<file path="config.mk">
export PLATFORM = sky130hd
export DESIGN_NAME = dual_fmt_adder
export DESIGN_NICKNAME = d
export VERILOG_FILES = /design/src/rtl/dfa_pkg.sv /design/src/rtl/dfa_operand_prep.sv /design/src/rtl/dfa_ripple.sv /design/src/rtl/dfa_fixup.sv /design/src/rtl/dual_fmt_adder.sv
export SDC_FILE = /design/constraint.sdc
export NUM_CORES = 1
export LEC_CHECK = 0
export ABC_AREA = 1
export BUFFER_PORTS_ARGS = -buffer_cell sky130_fd_sc_hd__buf_4
export CORE_UTILIZATION = 40
export CTS_BUF_LIST = sky130_fd_sc_hd__clkbuf_4 sky130_fd_sc_hd__clkbuf_8
export DETAILED_ROUTE_END_ITERATION = 12
export GPL_TIMING_DRIVEN = 0
export PLACE_DENSITY_LB_ADDON = 0.3
export SYNTH_ARGS = -nofsm -noshare
export SYNTH_HDL_FRONTEND = slang
export SYNTH_SLANG_ARGS = --single-unit
</file>
<file path="constraint.sdc">
create_clock -name clk -period 1.2 [get_ports clk]
set_input_delay 0.06 -clock clk [delete_from_list [all_inputs] [get_ports clk]]
set_output_delay 0.06 -clock clk [all_outputs]
set_load 0.05 [all_outputs]
</file>
<file path="src/rtl/dfa_pkg.sv">
package dfa_pkg;

  typedef enum logic {
    FMT_TWOS = 1'b0,
    FMT_ONES = 1'b1
  } num_fmt_e;

  // One bit position of the adder: returns {carry_out, sum_bit}.
  function automatic logic [1:0] bit_add(input logic x, input logic y, input logic ci);
    logic s;
    logic co;
    s  = x ^ y ^ ci;
    co = (x & y) | (x & ci) | (y & ci);
    return {co, s};
  endfunction

  // Sign rule: operands agree in sign and the result disagrees.
  function automatic logic sign_flip(input logic sa, input logic sb, input logic sr);
    return (sa == sb) && (sr != sa);
  endfunction

endpackage

</file>
<file path="src/rtl/dfa_operand_prep.sv">
module dfa_operand_prep
  import dfa_pkg::*;
#(
  parameter int unsigned W = 8
) (
  input  num_fmt_e       fmt,
  input  logic           sub,
  input  logic [W-1:0]   b_in,
  output logic [W-1:0]   b_eff,
  output logic           cin
);

  // Subtraction inverts the second operand in both formats; only the
  // two's complement format adds the extra one through the carry input.
  always_comb begin
    b_eff = sub ? ~b_in : b_in;
    cin   = sub && (fmt == FMT_TWOS);
  end

endmodule

</file>
<file path="src/rtl/dfa_ripple.sv">
module dfa_ripple
  import dfa_pkg::*;
#(
  parameter int unsigned W = 8
) (
  input  logic [W-1:0] a,
  input  logic [W-1:0] b,
  input  logic         cin,
  output logic [W-1:0] s,
  output logic [W:0]   cvec
);

  assign cvec[0] = cin;

  for (genvar i = 0; i < W; i++) begin : g_bit
    logic [1:0] fa;
    assign fa        = bit_add(a[i], b[i], cvec[i]);
    assign s[i]      = fa[0];
    assign cvec[i+1] = fa[1];
  end

endmodule

</file>
<file path="src/rtl/dfa_fixup.sv">
module dfa_fixup
  import dfa_pkg::*;
#(
  parameter int unsigned W = 8
) (
  input  num_fmt_e       fmt,
  input  logic [W-1:0]   raw,
  input  logic           cout,
  input  logic           a_msb,
  input  logic           b_msb,
  output logic [W-1:0]   res,
  output logic           carry_flag,
  output logic           ovf,
  output logic           nz
);

  logic          wrap;
  logic [W:0]    inc_c;

  assign wrap     = (fmt == FMT_ONES) && cout;
  assign inc_c[0] = wrap;

  // End-around increment: a half-adder chain fed by the folded carry.
  // The raw total never exceeds 2*(2^W-1), so this chain cannot carry out.
  for (genvar i = 0; i < W; i++) begin : g_inc
    logic [1:0] ha;
    assign ha         = bit_add(raw[i], 1'b0, inc_c[i]);
    assign res[i]     = ha[0];
    assign inc_c[i+1] = ha[1];
  end

  always_comb begin
    carry_flag = cout;
    ovf        = sign_flip(a_msb, b_msb, res[W-1]);
    nz         = (fmt == FMT_ONES) && (&res);
  end

endmodule

</file>
<file path="src/rtl/dual_fmt_adder.sv">
module dual_fmt_adder
  import dfa_pkg::*;
#(
  parameter int unsigned W = 8
) (
  input  logic         clk,
  input  logic         rst_n,
  input  logic         in_valid,
  output logic         in_ready,
  input  logic [W-1:0] op_a,
  input  logic [W-1:0] op_b,
  input  logic         ones_mode,
  input  logic         subtract,
  output logic         out_valid,
  input  logic         out_ready,
  output logic [W-1:0] sum,
  output logic         carry,
  output logic         overflow,
  output logic         neg_zero
);

  localparam int unsigned MSB = W - 1;

  num_fmt_e     fmt;
  logic [W-1:0] b_eff;
  logic         cin;
  logic [W-1:0] raw;
  logic [W:0]   cvec;
  logic [W-1:0] res_next;
  logic         carry_next;
  logic         ovf_next;
  logic         nz_next;

  // Named internal events observed by the checker.
  logic         accept;
  logic         c_into_msb;
  logic         c_out_msb;

  assign fmt = num_fmt_e'(ones_mode);

  dfa_operand_prep #(.W(W)) i_prep (
    .fmt   (fmt),
    .sub   (subtract),
    .b_in  (op_b),
    .b_eff (b_eff),
    .cin   (cin)
  );

  dfa_ripple #(.W(W)) i_ripple (
    .a    (op_a),
    .b    (b_eff),
    .cin  (cin),
    .s    (raw),
    .cvec (cvec)
  );

  assign c_into_msb = cvec[MSB];
  assign c_out_msb  = cvec[W];

  dfa_fixup #(.W(W)) i_fixup (
    .fmt        (fmt),
    .raw        (raw),
    .cout       (c_out_msb),
    .a_msb      (op_a[MSB]),
    .b_msb      (b_eff[MSB]),
    .res        (res_next),
    .carry_flag (carry_next),
    .ovf        (ovf_next),
    .nz         (nz_next)
  );

  assign in_ready = !out_valid || out_ready;
  assign accept   = in_valid && in_ready;

  always_ff @(posedge clk or negedge rst_n) begin
    if (!rst_n) begin
      out_valid <= 1'b0;
      sum       <= '0;
      carry     <= 1'b0;
      overflow  <= 1'b0;
      neg_zero  <= 1'b0;
    end else if (accept) begin
      out_valid <= 1'b1;
      sum       <= res_next;
      carry     <= carry_next;
      overflow  <= ovf_next;
      neg_zero  <= nz_next;
    end else if (out_ready) begin
      out_valid <= 1'b0;
    end
  end

endmodule

</file>
==> results_dict.tcl <==
set metrics [dict create \
    most_common_flop_cell_mapped_by_yosys "sky130_fd_sc_hd__dfrtp_1" \
    path_common_cell "sky130_fd_sc_hd__fa_2" \
    hold-path-endpoint "out_valid" \
    fin_nets 195 \
    number_of_buffers_added_by_the_clock_tree_synthesis_step 3 \
    yosysTopAreaCellShare 0.328 \
    syn-cell-area_um2 915 \
    postSynth.asyncResetShare 1.00 \
    grt_start_max_net_pins 13 \
    worstHoldPathCells 4 \
    hold_viol 0 \
    port-buffer-count 33 \
    post_drt_wl_per_cell_um 13.0 \
    setup_viol 11 \
    synth_simple_gate_area_share 0.231 \
    p_per_area_nw_per_um2 1460 \
    post-route-drc-count 0 \
    highest_cell_delay_on_the_worst_timing_path_ns 0.37 \
    power_leakage_nw 0.829 \
    num_vias 859 \
    worstPathRequired_ns 1.37 \
    final.setup_skew_ns 0.00245 \
    synth.area.top_cells "sky130_fd_sc_hd__dfrtp_1 33%, sky130_fd_sc_hd__nand2_1 18%, sky130_fd_sc_hd__fa_1 18%" \
    globalRoute.totalOverflow 0 \
    antenna_found_initial 0 \
    synth-xor-area-share 0.0766 \
    cts_max_path_buffers 2 \
    synth_compound_area_frac 0.00547 \
    grt_setup_unrepaired "yes" \
    synth.cells.most_frequent "43 x sky130_fd_sc_hd__nand2_1, 12 x sky130_fd_sc_hd__dfrtp_1, 10 x sky130_fd_sc_hd__inv_1, 8 x sky130_fd_sc_hd__fa_1, 8 x sky130_fd_sc_hd__ha_1" \
    synth_sequential_area_ratio 0.328 \
    fillCellCount 127 \
    synth_nets 140 \
    drv_cap 0 \
    floorplan.rows 16 \
    multi_input_comb_area_um2 739 \
    cts.clk_slew.worst_paths_ns 0.08 \
    clock_latency_ns 0.28 \
    layout_worst_path_cycle_share 3.70 \
    total_power_mw 2.36 \
    timing.hold.worst.start "out_ready" \
    failing_checks "negative setup slack" \
    synth.avg_cell_area_um2 8.97 \
    first_pass_grt_wire_length_um 4120 \
    rr_endpoint "sum[3]" \
    antenna_cells_inserted 0 \
    synthMostInstantiatedCell "sky130_fd_sc_hd__nand2_1" \
    path_class "input port to flop" \
    period_minus_slack_ns 4.44 \
    post-synth-top-area-cell "sky130_fd_sc_hd__dfrtp_1" \
    synthesis.yosys.warnings 0 \
    chipWidth_um 49.8 \
    ant_nets 0 \
    top_level_ports 35 \
    worstMarginPinSlew_ns 0.272 \
    worst-r2r-cell-count 5 \
    post_layout_nonfiller_instances 183 \
    pre_cts_slack_ns -3.53 \
    fp.dieArea_um2 2480 \
    initial_detailed_routing_violation_count 9 \
    critical_path.max_fanout 3 \
    die_outline_height_um 49.8 \
    grt_pass1_vias 950 \
    outcome "finished with violations" \
    worst_setup_path_start_kind "input port" \
    postSynthCellCount 102 \
    floorplan.initialDensity 0.444 \
    irDropWorstVdd_uv 1290 \
    ys_ff_latch 12 \
    ctsHtreeMaxLevel 1 \
    flow.area_growth_from_synthesis_pct 77.6 \
    gpl.final_weighted_congestion 0.726 \
    totalWireLength_um 2370 \
    worstHoldPathType "input port to flop" \
    place.detailed.instances 162 \
    floorplan.core_area_um2 2060 \
    largest_family_of_logic_cells_by_synthesized_area "adder cells" \
    layout-drive-gt1-share 0.609 \
    vias_per_cell 4.69 \
    seqCellArea_um2 302 \
    netlist-cell-type-count 15 \
    synth.mux.area_fraction 0 \
    gr-usage-all-layers 0.225 \
    worstReg2RegStart "out_valid" \
    regToRegSetupSlack_ns 0.20 \
    slew_hr 0.818 \
    final_core_utilization 0.788 \
    post-route-worst-setup-slack_ns -3.24 \
    ctsRootBufferMaster "sky130_fd_sc_hd__clkbuf_4" \
    clock_sink_count 12 \
    clock.fmax_ghz 0.225 \
    cp-end-kind "flop" \
    synth-edff-count 0 \
    fin_hold_ws_ns 0.0455 \
    tritoncts "done" \
    slowest_stage "sky130_fd_sc_hd__fa_2" \
    worst-endpoint-arrival_ns 4.62 \
    drt_pass1_iterations 4 \
    adder_cell_fraction_of_synth_area 0.285 \
    detailedPlacementHpwl_um 1590 \
    finalMaxSlewViolations 0 \
]
where the power goes:
group          leakage, nW  total (mW)  switching (mW)  internal, mW
registers            0.148       0.564          0.0618         0.502
clock network       0.0210       0.325           0.141         0.185
logic                0.660        1.47           0.834         0.641
final cells by class:
class	count	share of cell area
Clock buffer	4	0.0223
Inverter	12	0.0293
Multi-Input combinational cell	76	0.455
Buffer	2	0.0216
Timing Repair Buffer	50	0.265
Sequential cell	12	0.186
Tap cell	27	0.0208
cell families (layout without fill, tap and decap cells):
logic type	after synthesis	after routing
simple gates	51	51
buf+inv	14	68
fa+ha+maj	16	16
xor+xnor	8	8
compound gates	1	1
flops	12	12
stage by stage:
step	setup TNS [ns]	area [um^2]
2_1_floorplan	-30.64	1050
5_1_grt	-31.65	1620
3_5_place_dp	-32.81	1340
3_3_place_gp	-32.36	1340
6_report	-30.89	1620
4_1_cts	-30.66	1570
how the worst max path moves through the flow:
stage          cells past startpoint  slack (ns)        to  startpoint
2_1_floorplan                     24       -3.30  neg_zero    subtract
3_3_place_gp                      24       -3.48  neg_zero     op_b[0]
3_5_place_dp                      26       -3.53  neg_zero     op_b[0]
4_1_cts                           24       -3.22  neg_zero     op_b[0]
5_1_grt                           24       -3.35  neg_zero     op_b[0]
6_report                          26       -3.24  neg_zero     op_b[0]
critical path: cells and delay by family:
kind / cells / cell delay [ns]
xor gates and xnor gates: 1 / 0.15
adders and majority gates: 15 / 3.77
buffers and inverters: 4 / 0.25
and+or+nand+nor: 6 / 0.37
flip-flops by register name, indices dropped and copies added, names as in the netlist:
register / count
overflow: 1
carry: 1
sum: 8
out_valid: 1
neg_zero: 1
cells in the final DEF (no fill, tap or decap), drive strengths merged:
master and n:
nand3 2, clkbuf 4, inv 12, ha 8, xor2 7, buf 51
xnor2 1, dlygate4sd3 1, dfrtp 12, nor2 3, nand2 45, nand4 1
fa 8, o21ai 1
metal layers:
| layer | GRT usage | vias to the layer above | part of all wire |
|---|---|---|---|
| met3 | 0.0463 | 4 | 0.030 |
| met5 | 0 | - | 0 |
| met4 | 0.0286 | 0 | 0.013 |
| li1 | - | 417 | - |
| met1 | 0.247 | 418 | 0.41 |
| met2 | 0.446 | 20 | 0.55 |
timing repair:
action | in CTS | in global routing
setup buffers | 15 | 8
hold buffers | 1 | 0
gates resized for setup | 22 | 21
endpoints found under the setup margin | 11 | 11
pin swaps | 5 | 9
hold endpoints to repair | 12 | 0
(Power assumes the default switching activity.)
